[src/rtl/cmdp_pkg.sv]
package cmdp_pkg;

    localparam int CMD_W  = 16;
    localparam int OP_W   = 5;
    localparam int ARG_W  = CMD_W - OP_W;
    localparam int WIN_W  = 3;
    localparam int FILT_W = 4;

    localparam logic [ARG_W-1:0] THR_OFF = '1;

    localparam int EVB_FAIL  = 1;
    localparam int EVB_TXC   = 2;
    localparam int EVB_TXA   = 3;
    localparam int EVB_RXC   = 4;
    localparam int EVB_RXE   = 5;
    localparam int EVB_REQ   = 6;
    localparam int EVB_STATS = 7;

    typedef enum logic [OP_W-1:0] {
        OP_GLOBAL_RESET = 5'h00,
        OP_WINDOW       = 5'h01,
        OP_RX_OFF       = 5'h03,
        OP_RX_ON        = 5'h04,
        OP_TX_ON        = 5'h09,
        OP_TX_OFF       = 5'h0A,
        OP_REQ_INT      = 5'h0C,
        OP_ACK          = 5'h0D,
        OP_MASK         = 5'h0E,
        OP_FILTER       = 5'h10,
        OP_RXE_THR      = 5'h11,
        OP_TXA_THR      = 5'h12,
        OP_TXS_THR      = 5'h13
    } opcode_e;

    typedef enum logic [0:0] {
        ST_READY = 1'b0,
        ST_HOLD  = 1'b1
    } seq_state_e;

    typedef struct packed {
        logic             glb_rst;
        logic             win_sel;
        logic             rx_on;
        logic             rx_off;
        logic             tx_on;
        logic             tx_off;
        logic             req_int;
        logic             ack;
        logic             mask_ld;
        logic             filt_ld;
        logic             rxe_ld;
        logic             txa_ld;
        logic             txs_ld;
        logic [ARG_W-1:0] arg;
    } cmd_dec_t;

endpackage

[src/rtl/cmdp_decode.sv]
module cmdp_decode
    import cmdp_pkg::*;
(
    input  logic             wr,
    input  logic [CMD_W-1:0] word,
    input  logic             accept,
    output cmd_dec_t         dec
);

    always_comb begin
        dec     = '0;
        dec.arg = word[ARG_W-1:0];
        if (wr && accept) begin
            case (opcode_e'(word[CMD_W-1:ARG_W]))
                OP_GLOBAL_RESET: dec.glb_rst = 1'b1;
                OP_WINDOW:       dec.win_sel = 1'b1;
                OP_RX_OFF:       dec.rx_off  = 1'b1;
                OP_RX_ON:        dec.rx_on   = 1'b1;
                OP_TX_ON:        dec.tx_on   = 1'b1;
                OP_TX_OFF:       dec.tx_off  = 1'b1;
                OP_REQ_INT:      dec.req_int = 1'b1;
                OP_ACK:          dec.ack     = 1'b1;
                OP_MASK:         dec.mask_ld = 1'b1;
                OP_FILTER:       dec.filt_ld = 1'b1;
                OP_RXE_THR:      dec.rxe_ld  = 1'b1;
                OP_TXA_THR:      dec.txa_ld  = 1'b1;
                OP_TXS_THR:      dec.txs_ld  = 1'b1;
                default:         ;
            endcase
        end
    end

endmodule

[src/rtl/cmdp_seq.sv]
module cmdp_seq
    import cmdp_pkg::*;
#(
    parameter int RST_HOLD = 16
) (
    input  logic clk,
    input  logic rst_n,
    input  logic glb_rst,
    output logic accept,
    output logic busy
);

    localparam int CNT_W = (RST_HOLD < 2) ? 1 : $clog2(RST_HOLD);
    localparam logic [CNT_W-1:0] HOLD_LOAD = CNT_W'(RST_HOLD - 1);

    seq_state_e       state_q, state_d;
    logic [CNT_W-1:0] cnt_q;

    always_comb begin
        state_d = state_q;
        unique case (state_q)
            ST_READY: if (glb_rst)      state_d = ST_HOLD;
            ST_HOLD:  if (cnt_q == '0)  state_d = ST_READY;
            default:                    state_d = ST_READY;
        endcase
    end

    always_ff @(posedge clk or negedge rst_n) begin
        if (!rst_n) begin
            state_q <= ST_READY;
            cnt_q   <= '0;
        end else begin
            state_q <= state_d;
            if (state_q == ST_READY && glb_rst)
                cnt_q <= HOLD_LOAD;
            else if (state_q == ST_HOLD && cnt_q != '0)
                cnt_q <= cnt_q - 1'b1;
        end
    end

    always_comb begin
        accept = 1'b0;
        busy   = 1'b0;
        unique case (state_q)
            ST_READY: accept = 1'b1;
            ST_HOLD:  busy   = 1'b1;
            default:  ;
        endcase
    end

    AST_HOLD_ENTRY: assert property (@(posedge clk) disable iff (!rst_n)
        glb_rst |=> busy && !accept);
    AST_HOLD_RANGE: assert property (@(posedge clk) disable iff (!rst_n)
        cnt_q <= HOLD_LOAD);
    AST_HOLD_EXIT: assert property (@(posedge clk) disable iff (!rst_n)
        (busy && cnt_q == '0) |=> accept);

endmodule

[src/rtl/cmdp_events.sv]
module cmdp_events
    import cmdp_pkg::*;
(
    input  logic       clk,
    input  logic       rst_n,
    input  logic       clr,
    input  logic       frozen,
    input  logic [7:1] ev_raw,
    input  logic       rxe_off,
    input  logic       txa_off,
    input  logic       req_int,
    input  logic       ack,
    input  logic       mask_ld,
    input  logic [7:0] arg,
    output logic [7:1] pend,
    output logic       latch,
    output logic [7:0] mask,
    output logic       irq
);

    logic [7:1] new_ev;
    logic [7:1] ack_clr;
    logic       ack_latch;

    always_comb begin
        new_ev = '0;
        if (!frozen) begin
            new_ev          = ev_raw;
            new_ev[EVB_REQ] = req_int;
            if (rxe_off) new_ev[EVB_RXE] = 1'b0;
            if (txa_off) new_ev[EVB_TXA] = 1'b0;
        end
        ack_clr   = ack ? arg[7:1] : '0;
        ack_latch = ack && arg[0];
    end

    always_ff @(posedge clk or negedge rst_n) begin
        if (!rst_n) begin
            pend  <= '0;
            latch <= 1'b0;
            mask  <= '0;
        end else if (clr) begin
            pend  <= '0;
            latch <= 1'b0;
            mask  <= '0;
        end else begin
            pend  <= (pend & ~ack_clr) | new_ev;
            latch <= (latch & ~ack_latch) | (|(new_ev & mask[7:1]));
            if (mask_ld) mask <= arg;
        end
    end

    assign irq = |(pend & mask[7:1]);

    AST_IRQ_SOURCE: assert property (@(posedge clk) disable iff (!rst_n)
        irq |-> (pend != '0));
    AST_ACK_CLEARS: assert property (@(posedge clk) disable iff (!rst_n)
        (ack && new_ev == '0 && !clr) |=> ((pend & $past(arg[7:1])) == '0));
    AST_SET_WINS: assert property (@(posedge clk) disable iff (!rst_n)
        (new_ev != '0 && !clr) |=> ((pend & $past(new_ev)) == $past(new_ev)));
    AST_FROZEN_HOLD: assert property (@(posedge clk) disable iff (!rst_n)
        (frozen && !ack && !mask_ld) |=> $stable(pend) && $stable(mask));

endmodule

[src/rtl/cmdp_config.sv]
module cmdp_config
    import cmdp_pkg::*;
(
    input  logic              clk,
    input  logic              rst_n,
    input  cmd_dec_t          dec,
    output logic [WIN_W-1:0]  win,
    output logic              rx_en,
    output logic              tx_en,
    output logic [FILT_W-1:0] filt,
    output logic [ARG_W-1:0]  rxe_thr,
    output logic [ARG_W-1:0]  txa_thr,
    output logic [ARG_W-1:0]  txs_thr
);

    always_ff @(posedge clk or negedge rst_n) begin
        if (!rst_n) begin
            win     <= '0;
            rx_en   <= 1'b0;
            tx_en   <= 1'b0;
            filt    <= '0;
            rxe_thr <= THR_OFF;
            txa_thr <= THR_OFF;
            txs_thr <= THR_OFF;
        end else if (dec.glb_rst) begin
            win     <= '0;
            rx_en   <= 1'b0;
            tx_en   <= 1'b0;
            filt    <= '0;
            rxe_thr <= THR_OFF;
            txa_thr <= THR_OFF;
            txs_thr <= THR_OFF;
        end else begin
            if (dec.win_sel) win <= dec.arg[WIN_W-1:0];
            if (dec.rx_on)   rx_en <= 1'b1;
            if (dec.rx_off)  rx_en <= 1'b0;
            if (dec.tx_on)   tx_en <= 1'b1;
            if (dec.tx_off)  tx_en <= 1'b0;
            if (dec.filt_ld) filt <= dec.arg[FILT_W-1:0];
            if (dec.rxe_ld)  rxe_thr <= dec.arg;
            if (dec.txa_ld)  txa_thr <= dec.arg;
            if (dec.txs_ld)  txs_thr <= dec.arg;
        end
    end

    AST_WIN_STABLE: assert property (@(posedge clk) disable iff (!rst_n)
        (!dec.win_sel && !dec.glb_rst) |=> $stable(win));
    AST_ENABLES_OFF: assert property (@(posedge clk) disable iff (!rst_n)
        dec.glb_rst |=> !rx_en && !tx_en);
    AST_THR_RESET: assert property (@(posedge clk) disable iff (!rst_n)
        dec.glb_rst |=> (rxe_thr == THR_OFF) && (txa_thr == THR_OFF) && (txs_thr == THR_OFF));

endmodule

[src/rtl/cmdp_top.sv]
module cmdp_top
    import cmdp_pkg::*;
#(
    parameter int RST_HOLD = 16
) (
    input  logic        clk,
    input  logic        rst_n,
    input  logic        cmd_wr,
    input  logic [15:0] cmd_word,
    input  logic        ev_fail,
    input  logic        ev_tx_done,
    input  logic        ev_tx_room,
    input  logic        ev_rx_done,
    input  logic        ev_rx_early,
    input  logic        ev_stats,
    output logic [15:0] status_word,
    output logic        irq,
    output logic        rx_enable,
    output logic        tx_enable,
    output logic [3:0]  rx_filter,
    output logic [10:0] rxe_thresh,
    output logic [10:0] txa_thresh,
    output logic [10:0] txs_thresh,
    output logic        txs_active
);

    cmd_dec_t         dec;
    logic             accept;
    logic             busy;
    logic [7:1]       ev_raw;
    logic [7:1]       pend;
    logic             latch;
    logic [7:0]       mask;
    logic [WIN_W-1:0] win;

    always_comb begin
        ev_raw            = '0;
        ev_raw[EVB_FAIL]  = ev_fail;
        ev_raw[EVB_TXC]   = ev_tx_done;
        ev_raw[EVB_TXA]   = ev_tx_room;
        ev_raw[EVB_RXC]   = ev_rx_done;
        ev_raw[EVB_RXE]   = ev_rx_early;
        ev_raw[EVB_STATS] = ev_stats;
    end

    cmdp_decode u_decode (
        .wr     (cmd_wr),
        .word   (cmd_word),
        .accept (accept),
        .dec    (dec)
    );

    cmdp_seq #(.RST_HOLD(RST_HOLD)) u_seq (
        .clk     (clk),
        .rst_n   (rst_n),
        .glb_rst (dec.glb_rst),
        .accept  (accept),
        .busy    (busy)
    );

    cmdp_config u_config (
        .clk     (clk),
        .rst_n   (rst_n),
        .dec     (dec),
        .win     (win),
        .rx_en   (rx_enable),
        .tx_en   (tx_enable),
        .filt    (rx_filter),
        .rxe_thr (rxe_thresh),
        .txa_thr (txa_thresh),
        .txs_thr (txs_thresh)
    );

    cmdp_events u_events (
        .clk     (clk),
        .rst_n   (rst_n),
        .clr     (dec.glb_rst),
        .frozen  (busy),
        .ev_raw  (ev_raw),
        .rxe_off (rxe_thresh == THR_OFF),
        .txa_off (txa_thresh == THR_OFF),
        .req_int (dec.req_int),
        .ack     (dec.ack),
        .mask_ld (dec.mask_ld),
        .arg     (dec.arg[7:0]),
        .pend    (pend),
        .latch   (latch),
        .mask    (mask),
        .irq     (irq)
    );

    assign txs_active  = (txs_thresh != THR_OFF);
    assign status_word = {win, busy, 4'b0000, pend, latch};

    AST_BUSY_BLOCKS: assert property (@(posedge clk) disable iff (!rst_n)
        (busy && !$past(dec.glb_rst)) |=> $stable(status_word[15:13]));
    AST_ZERO_FIELD: assert property (@(posedge clk) disable iff (!rst_n)
        status_word[11:8] == 4'b0000);

endmodule

[config.mk]
export PLATFORM = sky130hd
export DESIGN_NAME = cmdp_top
export DESIGN_NICKNAME = d
export VERILOG_FILES = /design/src/rtl/cmdp_pkg.sv /design/src/rtl/cmdp_decode.sv /design/src/rtl/cmdp_seq.sv /design/src/rtl/cmdp_events.sv /design/src/rtl/cmdp_config.sv /design/src/rtl/cmdp_top.sv
export SDC_FILE = /design/constraint.sdc
export NUM_CORES = 1
export LEC_CHECK = 0
export ABC_CLOCK_PERIOD_IN_PS = 4100
export BUFFER_PORTS_ARGS = -buffer_cell sky130_fd_sc_hd__buf_2
export CORE_MARGIN = 2
export CORE_UTILIZATION = 50
export DETAILED_ROUTE_END_ITERATION = 7
export PLACE_DENSITY = 0.84
export SYNTH_ARGS = -nofsm -noshare
export SYNTH_HDL_FRONTEND = slang
export SYNTH_SLANG_ARGS = --single-unit
[constraint.sdc]
create_clock -name clk -period 4.1 [get_ports clk]
set_input_delay 0.41 -clock clk [delete_from_list [all_inputs] [get_ports clk]]
set_output_delay 0.41 -clock clk [all_outputs]
set_load 0.01 [all_outputs]
# After elaboration in Yosys (flattened, before gate mapping)
# Cells that the tools add are included.
# W data, S select, Z words.
# op_classes
add_sub_neg	1
eq_ne	15
muxes	45
bitwise_logic	9
reduce_logical	18
# op_table
op	count
$mux W11	6
$mux W1	26
$eq A5 B4 Y1 const B	5
$eq A11 B11 Y1 const B	2
$and A7 B7 Y7	3
$mux W7	3
$eq A5 B5 Y1 const B	4
$mux W4	4
$mux W8	2
$reduce_bool A2 Y1	7
$reduce_or A7 Y1	2
$mux W13	1
$ne A11 B11 Y1 const B	1
$not A7 Y7	1
$or A7 B7 Y7	1
$mux W3	2
$reduce_bool A3 Y1	2
$eq A5 B1 Y1 const B	1
$eq A5 B2 Y1 const B	1
$eq A5 B3 Y1 const B	1
$logic_not A5 Y1	1
$logic_and A1 B1 Y1	4
$logic_not A4 Y1	1
$reduce_bool A4 Y1	1
5 further kinds	6
# word_totals
reg_bits	63
output_inout_bits	57
word_cells	100

# Depth between registers and ports, before layout
# Gate-level depths: netlist (run 1).
# logic_depth
word_depth	8
mapped_depth	7
mapped_depth_nobuf	6

# By module
# Synthesis (run 1) repeated with hierarchy kept, for this count alone.
# unflattened
hier_cells	290
area_unflattened_um2	3151.8
# modules_own_cells
mod	instances	cells_each	area_per_inst_um2	seq_area_each_um2
cmdp_config	1	138	1815.5	1092.3
cmdp_events	1	72	735.7	400.4
cmdp_seq	1	28	267.8	125.1
cmdp_decode	1	33	215.2	0.0
cmdp_top	1	19	117.6	0.0

# Worst setup path after synthesis (run 1)
# No wires, ideal clock.
# synth_path
path_type	input to register
from	in cmd_word[15]
to	reg u_events.latch
setup_time_ns	0.136
arrival_time_ns	1.730
t_required_ns	3.964
setup_slack_ns	2.234
cell_stages	6
n_path_buf	2
path_cell_list	buf_6 > or3b_1 > buf_6 > or4b_1 > a2bb2oi_1 > a31oi_1
# synth_between
elab_chain_len	8
word_cells_on_any_way	15
cone_classes	2 x eq/ne; 6 x mux; 4 x bitwise; 3 x reduce/logical
# synth_rtl
element	line	source
from (decl)	cmdp_top.sv:9	input logic [15:0] cmd_word,
$eq A5 B4 Y1	cmdp_decode.sv:14	case (opcode_e'(word[CMD_W-1:ARG_W]))
$mux W1	cmdp_decode.sv:14	
$mux W13 *	cmdp_decode.sv:13	if (wr && accept) begin
$mux W7 or $logic_and A1 B1 Y1 (tied branches)	cmdp_events.sv:27, cmdp_events.sv:34	
$and A7 B7 Y7 or $not A1 Y1 (tied branches)	cmdp_events.sv:48	latch <= (latch & ~ack_latch) | (|(new_ev & mask[7:1]));
$reduce_or A7 Y1 or $and A1 B1 Y1 (tied branches)	cmdp_events.sv:48	
$or A1 B1 Y1	cmdp_events.sv:48	
$mux W1 *	cmdp_events.sv:42	end else if (clr) begin
to (signal assigned)	cmdp_events.sv:48	
to (decl)	cmdp_events.sv:16	output logic latch,
# Every way passes the cells marked *; elsewhere a longest branch is shown, timed or not.
# A chain may end at the register's enable or synchronous reset.

# Worst setup path after layout (run 1)
# layout_path
from	reg u_seq.state_q
to	reg u_config.rxe_thr[3]
# layout_between
elab_chain_len	4
word_cells_on_any_way	5
cone_classes	3 x mux; 2 x reduce/logical
# layout_rtl
element	line	source
from (decl)	cmdp_seq.sv:16	seq_state_e state_q, state_d;
from (signal assigned)	cmdp_seq.sv:33	state_q <= state_d;
$mux W1 *	cmdp_seq.sv:44	unique case (state_q)
$logic_and A1 B1 Y1 *	cmdp_decode.sv:13	
$mux W13 *	cmdp_decode.sv:13	
$mux W11 or $reduce_bool A2 Y1 (tied branches)	-	
to (signal assigned)	cmdp_config.sv:40	if (dec.rxe_ld) rxe_thr <= dec.arg;
to (decl)	cmdp_config.sv:11	output logic [ARG_W-1:0] rxe_thr,
# Marks and branches as above.

==> results of run 1 <==
==> sequential cells by signal (all words and copies together) (netlist names) <==
name              count
u_events.mask         7
u_config.rx_en        1
u_config.txs_thr     11
u_seq.state_q         1
u_config.rxe_thr     11
u_config.tx_en        1
u_events.pend         7
u_config.filt         4
u_config.win          3
u_config.txa_thr     11
u_seq.cnt_q           4
u_events.latch        1
==> worst paths after layout <==
check                           cells past startpoint                  end  slack [ps]              from
worst max-delay path                                4  u_config.rxe_thr[3]        1680     u_seq.state_q
worst min-delay path                                2       u_config.rx_en         230             rst_n
worst max register to register                      4  u_config.rxe_thr[3]        1680     u_seq.state_q
worst min register to register                      2     u_config.filt[2]         480  u_config.filt[2]
max in group asynchronous                           2       u_config.tx_en        3360             rst_n
min in group clk                                    3     u_events.pend[4]         350        ev_rx_done
==> area by class of cell <==
class,instances,area (um2)
Sequential cell,62,1590
Clock inverter,1,5.00
Inverter,13,48.8
Clock buffer,15,166
Timing Repair Buffer,79,400
Multi-Input combinational cell,181,1160
Tap cell,72,90.1
Fill cell,484,2110
==> per-layer routing <==
metal,part of all wire,global-route usage,wire (um),up-vias
met3,0.074,0.0539,523,6
met1,0.43,0.327,3030,1201
li1,-,-,-,1111
met5,0,0,0,-
met2,0.49,0.364,3450,114
met4,0.0096,0.0881,68,0
==> power by group through the flow <==
stage / sequential, mW / clock, mW / combinational (mW)
floorplan: 1.01 / 0 / 0.263
global placement: 0.975 / 0 / 0.498
detailed placement: 0.983 / 0 / 0.521
CTS: 0.977 / 0.479 / 0.522
global route: 1.00 / 0.508 / 0.579
finish: 0.978 / 0.471 / 0.515
==> kinds of logic (layout without fill, tap and decap cells) <==
group / after synthesis / count (layout)
mux: 20 / 20
compound gates: 57 / 57
flops: 62 / 62
buf+inv: 32 / 108
other cells: 1 / 4
xor+xnor: 3 / 3
fa+ha+maj: 2 / 2
simple gates: 95 / 95
==> stage by stage <==
stage	instance area [um2]	hold slack, ps	util	cells	setup slack (ps)
after floorplan	2920	114	-	275	2230
final	3470	225	0.622	423	1680
after global placement	3290	461	0.591	407	1780
after detailed placement	3290	465	0.591	407	1690
after global routing	3470	284	0.622	423	1510
after CTS	3470	252	0.622	423	1690
==> cells in the mapped netlist (7+ instances only) <==
cell type / instances / area share
nand2_1: 49 / 0.063
dfstp_2: 33 / 0.30
dfrtp_1: 29 / 0.25
mux2i_1: 20 / 0.069
o211ai_1: 15 / 0.039
inv_1: 13 / 0.017
o21ai_0: 12 / 0.021
a22o_1: 10 / 0.030
a21oi_1: 9 / 0.016
nand4_1: 8 / 0.017
buf_4: 7 / 0.018
nand3_1: 7 / 0.012
==> critical path, stage by stage (launching register included) <==
cell and delay [ps]:
dfrtp_1 550, or3b_2 570, nor3_2 850, mux2i_1 280, nand2_1 70
==> layout by cell type, fill, tap and decap left out, types with 8 or more instances in the layout <==
| cell | netlist | final |
|---|---|---|
| o21ai_0 | 12 | 12 |
| dfrtp_1 | 29 | 29 |
| buf_2 | 4 | 77 |
| clkbuf_8 | 0 | 11 |
| a22o_1 | 10 | 10 |
| dfstp_2 | 33 | 33 |
| mux2i_1 | 20 | 20 |
| nand4_1 | 8 | 8 |
| o211ai_1 | 15 | 15 |
| a21oi_1 | 9 | 9 |
| inv_1 | 13 | 13 |
| nand2_1 | 49 | 49 |
==> summary.md, run 1 <==
| Metric | Value |
|---|---|
| GRT Util Overall | `0.236` |
| Final Max Slew Viols | `0` |
| CP Capture Type | `flop` |
| Syn. warnings | `0` |
| Synth async-reset ratio | `1.00` |
| Combinational share of power | `0.262` |
| Switching power | `0.630 mW` |
| Mapped Cells | `272` |
| Root buf cell | `clkbuf_8` |
| Die area | `6440 um2` |
| Pre-antenna DRT Iters | `4` |
| Final Power | `1.96 mW` |
| CTS Buf Count | `9` |
| Post-cts sizing count | `0` |
| Nets | `373` |
| Clock-pin slew on the worst setup and hold paths | `60 ps` |
| LEAKAGE | `1.64 nW` |
| H-tree depth | `3` |
| Die Ht | `80.2 um` |
| Register area share after synthesis | `0.548` |
| TritonCTS clock tree | `yes` |
| Num rows | `27` |
| RSZ-0062 raised after global routing | `false` |
| Drt wl/cell | `16.7 um` |
| Setup TNS Final | `0 ps` |
| Clock share of power | `0.240` |
| Vias per std cell | `5.75` |
| Final Wtd Congestion | `0.958` |
| Compound-gate portion of the synthesized area | `0.136` |
| Largest net degree at the start of global routing | `63` |
| Ys flop type | `dfstp_2` |
| Worst-path fanout max | `16` |
| MaxCap Viol Count | `0` |
| Initial DRC count | `224` |
| Synth Area in Adders | `0.00861` |
| WP data required | `4330 ps` |
| WP data arrival | `2640 ps` |
| Worst min-delay path class | `input pin to asynchronous set/reset pin` |
| Main combinational cell family by area after synthesis | `simple AND/OR/NAND/NOR gates` |
| Top-Level Pins | `82` |
| Reg power frac | `0.498` |
| Final hold vios | `0` |
| Worst Setup Start Kind | `flop` |
| Inserted Diodes | `0` |
| Mean post-synth cell area | `10.7 um2` |
| Port bufs | `77` |
| # setup viols final | `0` |
| Post-DP HPWL | `5050 um` |
| Number of synthesized flops with an enable pin | `0` |
| Sw Ratio | `0.321` |
| Post-route DRC violation count | `0` |
| CORE AREA | `5570 um2` |
| Vias | `2,432` |
| Number of synthesized register bits | `62` |
| Area grow syn2layout | `19.3%` |
| Die Span X | `80.2 um` |
| First-pass GRT wire length | `11,500 um` |
| Mux share of post-synthesis cell area | `0.0689` |
| Max Clk Rate | `414 MHz` |
| Clock Latency Late Sink | `320 ps` |
| Post-CTS Setup Bufs | `0` |
| Crit share post-route | `0.589` |
| CTS sink cnt | `62` |
| Final min period | `2420 ps` |
| Outcome | `finished, final reports clean` |
| Synth Area in Simple Gates | `0.171` |
| Total Wirelength | `7070 um` |
| ANT nets after route | `0` |
| Worst-Margin Slew | `1050 ps` |
| Vias in the first global route | `2,281` |
| Critical path type | `flop to flop` |
| Mapped Area | `2910 um2` |
| Clk buf depth | `2` |
| Internal power | `1.33 mW` |
| Synth cell types | `43` |
| Synth Area in XOR/XNOR | `0.00904` |
| Initial Utilization | `0.521` |
| Hold Buf Count CTS | `0` |
| Initial antenna violation count | `0` |
| Slew headroom | `0.296` |
| Total grt overflow | `0` |
| Worst VDD drop | `0.309 mV` |
| Clock Skews | `4.77 ps` |
| PwrDens | `566 nW/um2` |
| Share of layout cells above drive strength 1 | `0.373` |
Power figures use the tool's default switching activity.
==> run 2: changes to the inputs <==
--- a/config.mk
+++ b/config.mk
@@ -5,12 +5,12 @@
 export SDC_FILE = /design/constraint.sdc
 export NUM_CORES = 1
 export LEC_CHECK = 0
-export ABC_CLOCK_PERIOD_IN_PS = 4100
+export ABC_CLOCK_PERIOD_IN_PS = 2200
 export BUFFER_PORTS_ARGS = -buffer_cell sky130_fd_sc_hd__buf_2
 export CORE_MARGIN = 2
-export CORE_UTILIZATION = 50
+export CORE_UTILIZATION = 47
 export DETAILED_ROUTE_END_ITERATION = 7
-export PLACE_DENSITY = 0.84
+export PLACE_DENSITY = 0.83
 export SYNTH_ARGS = -nofsm -noshare
 export SYNTH_HDL_FRONTEND = slang
 export SYNTH_SLANG_ARGS = --single-unit
==> constraint.sdc (replaced) <==
create_clock -name clk -period 2.2 [get_ports clk]
set_input_delay 0.22 -clock clk [delete_from_list [all_inputs] [get_ports clk]]
set_output_delay 0.22 -clock clk [all_outputs]
set_load 0.01 [all_outputs]
==> run 2 against run 1 <==
Effect of this change: combinational power rose by 91%; non-clock buffer count rose by 4; flip-flop and latch count is the same; global-route usage shrank 0.28 points; highest routed layer unchanged.
==> summary.md, run 2 (same netlist as run 1, synthesis figures left out) <==
| Metric | Value |
|---|---|
| GRT Util Overall | `0.234` |
| Fin cells | `430` |
| CP Capture Type | `flop` |
| Vias | `2,370` |
| Total grt overflow | `0` |
| First-pass GRT wire length | `11,500 um` |
| Root buf cell | `clkbuf_8` |
| Total Wirelength | `7210 um` |
| Final Wtd Congestion | `0.845` |
| Placed Cells incl. Taps | `414` |
| Slowest-stage cell, CP | `or4_4` |
| Pre-antenna DRT Iters | `4` |
| Worst-path fanout max | `9` |
| Buffer and inverter count on the worst path | `0` |
| Top-Level Pins | `82` |
| Nets | `377` |
| Final Max Slew Viols | `0` |
| Worst hold slack | `24.5 ps` |
| Clock Latency Late Sink | `340 ps` |
| Worst Setup Start Kind | `flop` |
| WP data arrival | `2220 ps` |
| Num rows | `28` |
| Crit share post-route | `0.907` |
| Worst-Margin Slew | `753 ps` |
| R2R depth | `4` |
| Critical path type | `flop to flop` |
| H-tree depth | `3` |
| Fin util | `0.589` |
| Fillers | `545` |
| Biggest regs | `u_config.rxe_thr (11), u_config.txa_thr (11), u_config.txs_thr (11)` |
| Critical path's largest stage delay | `580 ps` |
| Post-route DRC violation count | `0` |
| CP cell instances | `or3b_1, or4_4, o21ai_0, a21oi_1` |
| Clock Skews | `4.97 ps` |
| Port bufs | `77` |
| Slew headroom | `0.498` |
| Initial antenna violation count | `0` |
| Post-CTS Setup Bufs | `0` |
| CTS Buf Count | `9` |
| MaxCap Viol Count | `0` |
| Final min period | `2000 ps` |
| Area of the multi-input gates | `1170 um2` |
| Die Span X | `82.6 um` |
| Setup TNS Final | `0 ps` |
| Share of layout cells above drive strength 1 | `0.394` |
| RSZ-0062 raised after global routing | `false` |
| Drt wl/cell | `16.8 um` |
| Area grow syn2layout | `20.7%` |
| WP data required | `2420 ps` |
| Post-Place Setup Slack | `144 ps` |
| Max Clk Rate | `501 MHz` |
| Die Ht | `82.6 um` |
| ANT nets after route | `0` |
| CORE AREA | `5960 um2` |
| Commonest non-fill, non-tap cells in the layout | `77 x buf_2, 49 x nand2_1, 33 x dfstp_2` |
| Reg2reg setup slack | `200 ps` |
| LEAKAGE | `1.67 nW` |
| Initial DRC count | `186` |
| TritonCTS clock tree | `yes` |
| Flip-flop and latch area | `1590 um2` |
| Vias per std cell | `5.51` |
| Worst min-delay path class | `input pin to asynchronous set/reset pin` |
| Clock-pin slew on the worst setup and hold paths | `70 ps` |
| Instance count on the critical path | `4` |
| Worst VDD drop | `0.635 mV` |
| # setup viols final | `0` |
| Top cell family by delay on the critical path | `simple AND/OR/NAND/NOR gates` |
| Vias in the first global route | `2,248` |
| PwrDens | `1050 nW/um2` |
| Inserted Diodes | `0` |
| Post-DP HPWL | `5300 um` |
| Final hold vios | `0` |
| Die area | `6830 um2` |
| Setup slack after layout | `204 ps` |
| Outcome | `finished, final reports clean` |
| Largest net degree at the start of global routing | `63` |
| CTS sink cnt | `62` |
| Initial Utilization | `0.488` |
| Most common cell after layout, fill and taps aside | `buf_2` |
| Clk buf depth | `2` |
## run 2: changes by cell type in the layout (fill, tap and decap cells not counted), sizes merged
cell	previous run	this run
clkbuf	15	10
buf	79	83
clkinv	1	3
inv	13	15
clkinvlp	0	1
## run 2: layout make-up
type,count,area share
multi-input combinational,181,0.333
timing repair buffer,83,0.123
tap,75,0.0268
inverter,13,0.0139
sequential,62,0.454
clock buffer,10,0.0393
clock inverter,6,0.00999
## run 2: timing repair
action                                 CTS  global route
endpoints found under the hold margin    0             0
setup endpoints to repair                0             1
gates resized for setup                  0             1
hold buffers                             0             0
## run 2: where the power goes
| part | switching (mW) | internal, mW |
|---|---|---|
| Clock | 0.435 | 0.433 |
| Combinational | 0.534 | 0.450 |
| Sequential | 0.244 | 1.57 |
| Total | 1.21 | 2.46 |
## run 2: metal layers
metal | vias up | global-route usage | wire (um)
met2 | 97 | 0.365 | 3530
met4 | 0 | 0.0754 | 83
li1 | 1121 | - | -
met3 | 8 | 0.0772 | 553
met5 | - | 0 | 0
met1 | 1144 | 0.308 | 3040
## run 2: final timing paths
check / to / from
max in group asynchronous: u_events.pend[5] / rst_n
worst min register to register: u_config.filt[0] / u_config.filt[0]
worst max register to register: u_events.pend[7] / u_seq.state_q
worst min-delay path: u_config.filt[2] / rst_n
worst max-delay path: u_events.pend[7] / u_seq.state_q
min in group clk: u_events.pend[1] / ev_fail
## run 2: metrics by stage
stage                     total power [mW]  cell area (um2)
after floorplan                       2.38             2920
after global routing                  3.94             3510
after CTS                             3.70             3500
after detailed placement              2.82             3330
after global placement                2.77             3330
final                                 3.67             3510
## run 2: worst reg2reg max path: cells and delay by family, from the launching register on
kind	cells	cell delay, ps
AOI/OAI and AO/OA	2	310
DFF	1	460
and+or+nand+nor	2	1120
==> run 3: changes to the inputs <==
--- a/config.mk
+++ b/config.mk
@@ -5,6 +5,7 @@
 export SDC_FILE = /design/constraint.sdc
 export NUM_CORES = 1
 export LEC_CHECK = 0
+export ABC_AREA = 1
 export ABC_CLOCK_PERIOD_IN_PS = 2200
 export BUFFER_PORTS_ARGS = -buffer_cell sky130_fd_sc_hd__buf_2
 export CORE_MARGIN = 2
==> run 3 against run 2 <==
Effect of this change: cell count increased by 17%; register-to-register slack better by 220 ps; count of clock-buffer cells in the layout up 2; clock skew up 1.3 ps; flip-flop and latch count unchanged; largest cell class unchanged; highest routed layer unchanged.
==> summary.md, run 3 <==
| Metric | Value |
|---|---|
| Initial Utilization | `0.493` |
| Critical path type | `flop to flop` |
| Number of synthesized flops with an enable pin | `0` |
| Worst hold path cell count | `3` |
| Vias per std cell | `5.22` |
| WP data required | `2390 ps` |
| Setup slack after layout | `425 ps` |
| LEAKAGE | `1.76 nW` |
| Design Area, Final | `3580 um2` |
| Most common cell after layout, fill and taps aside | `buf_2` |
| R2R Path End | `u_events.mask[7]` |
| Reg2reg setup slack | `420 ps` |
| RSZ-0062 raised after global routing | `false` |
| CTS sink cnt | `62` |
| Post-CTS Setup Bufs | `0` |
| Worst-path fanout max | `14` |
| Area post-placement | `3370 um2` |
| Final Wtd Congestion | `0.867` |
| TritonCTS clock tree | `yes` |
| Hold Path End | `u_events.pend[4]` |
| Fin cells | `503` |
| Outcome | `finished, final reports clean` |
| Initial DRC count | `159` |
| WP data arrival | `1970 ps` |
| Most frequent cell after synthesis | `nor2_1` |
| Num rows | `28` |
| Die Ht | `83.5 um` |
| Mean post-synth cell area | `8.65 um2` |
| Die area | `6970 um2` |
| Nets | `450` |
| H-tree depth | `3` |
| Worst reg2reg path startpoint | `u_seq.state_q` |
| Post-cts sizing count | `0` |
| Fin util | `0.595` |
| Mapped Cells | `343` |
| Synth cell types | `31` |
| Post-Place Setup Slack | `440 ps` |
| Area grow syn2layout | `20.8%` |
| Final Power | `3.93 mW` |
| Commonest non-fill, non-tap cells in the layout | `77 x buf_2, 72 x nor2_1, 60 x nand2_1` |
| ANT nets after route | `0` |
| Crit share post-route | `0.807` |
| Total grt overflow | `0` |
| Die Span X | `83.5 um` |
| Root buf cell | `clkbuf_8` |
| Top-Level Pins | `82` |
| Final Max Slew Viols | `0` |
| Pre-antenna DRT Iters | `4` |
| Clock Latency Late Sink | `340 ps` |
| Leading area contributor after synthesis | `dfstp_2` |
| Slowest-stage cell, CP | `dfrtp_1` |
| Setup TNS Final | `0 ps` |
| Commonest cells post-synth | `72 x nor2_1, 60 x nand2_1, 33 x dfstp_2` |
| R2R depth | `7` |
| Mapped Area | `2970 um2` |
| Worst min-delay path class | `input pin to flop` |
| Drt wl/cell | `14.3 um` |
| Hold Buf Count CTS | `1` |
| Share of layout cells above drive strength 1 | `0.343` |
| CORE AREA | `6030 um2` |
| Worst Setup Start Kind | `flop` |
| Largest net degree at the start of global routing | `63` |
| Initial antenna violation count | `0` |
| Number of synthesized register bits | `62` |
| Final min period | `1780 ps` |
| Port bufs | `77` |
| Clock-pin slew on the worst setup and hold paths | `70 ps` |
| Syn. warnings | `0` |
| Biggest regs | `u_config.rxe_thr (11), u_config.txa_thr (11), u_config.txs_thr (11)` |
| Min-delay src | `ev_rx_done` |
| Post-DP HPWL | `5230 um` |
| Vias | `2,624` |
| Post-route DRC violation count | `0` |
| Yosys top cell area share | `0.292` |
| Placed Cells incl. Taps | `486` |
| First-pass GRT wire length | `11,900 um` |
| Inserted Diodes | `0` |
| Register area share after synthesis | `0.537` |
| Worst hold slack | `152 ps` |
| Synth top area cells | `dfstp_2 29%, dfrtp_1 24%, nor2_1 9.1%` |
| Vias in the first global route | `2,472` |
| Worst VDD drop | `0.688 mV` |
| Total Wirelength | `7180 um` |
| CP cell instances | `inv_4, nand2_4, nor2_1, buf_4, nand4_1, nand3_1, o21ai_0` |
| CP Capture Type | `flop` |
| PwrDens | `1100 nW/um2` |
| Critical path's largest stage delay | `450 ps` |
| Final hold vios | `0` |
| MaxCap Viol Count | `0` |
| Ys flop type | `dfstp_2` |
| CTS Buf Count | `9` |
| Clock Skews | `6.31 ps` |
| Synth async-reset ratio | `1.00` |
| Max Clk Rate | `563 MHz` |
| Clk buf depth | `2` |
| # setup viols final | `0` |
| GRT Util Overall | `0.214` |
[run 3: cell count changes in the layout (fill, tap and decap cells not counted), sizes merged, moves of 10 or more]
cell,delta
nor2,+71
mux2i,-20
a21oi,+18
nand3,+18
nand2,+16
inv,+15
o211ai,-15
o21ai,+14
a22o,-10
[run 3: worst max path at each step]
stage / startpoint / end / cells past startpoint
2_1_floorplan: u_seq.state_q / u_events.mask[3] / 10
3_3_place_gp: u_seq.state_q / u_events.mask[5] / 7
3_5_place_dp: u_seq.state_q / u_events.mask[7] / 7
4_1_cts: u_seq.state_q / u_events.mask[7] / 7
5_1_grt: u_seq.state_q / u_events.mask[3] / 7
6_report: u_seq.state_q / u_events.mask[7] / 7
[run 3: report_power, final]
part	leakage, nW	switching [mW]	total [mW]	internal [mW]
clock network	0.107	0.453	0.998	0.545
registers	0.694	0.243	1.84	1.60
logic	0.960	0.640	1.08	0.445
total	1.76	1.34	3.93	2.59
[run 3: cells by family (layout without fill, tap and decap cells)]
| kind of cell | count (synthesis) | in the layout | synth area share |
|---|---|---|---|
| flip-flops | 62 | 62 | 0.537 |
| other | 1 | 4 | 0.00126 |
| adder cells (fa/ha/maj) | 2 | 2 | 0.00843 |
| AO/OA/AOI/OAI | 58 | 58 | 0.110 |
| buffers and inverters | 44 | 126 | 0.0792 |
| AND/OR/NAND/NOR | 176 | 176 | 0.265 |
[run 3: worst max-delay path, delay by kind of cell (launching register included)]
| kind | cells | cell delay, ps |
|---|---|---|
| buffers and inverters | 2 | 320 |
| and+or+nand+nor | 4 | 760 |
| AOI/OAI and AO/OA | 1 | 110 |
| DFF | 1 | 450 |
[run 3: per-layer routing]
layer | GRT usage | vias up | routed length [um] | share of wire
li1 | - | 1264 | - | -
met1 | 0.293 | 1246 | 3240 | 0.45
met2 | 0.330 | 103 | 3300 | 0.46
met3 | 0.0564 | 11 | 510 | 0.071
met4 | 0.0762 | 0 | 128 | 0.018
met5 | 0 | - | 0 | 0
[run 3: area by class of cell]
cell class	instances	area [um2]
timing repair buffer	81	430
clock inverter	4	25.0
sequential	62	1590
inverter	29	114
multi-input combinational	240	1150
tap	75	93.8
fill	542	2440
clock buffer	12	178
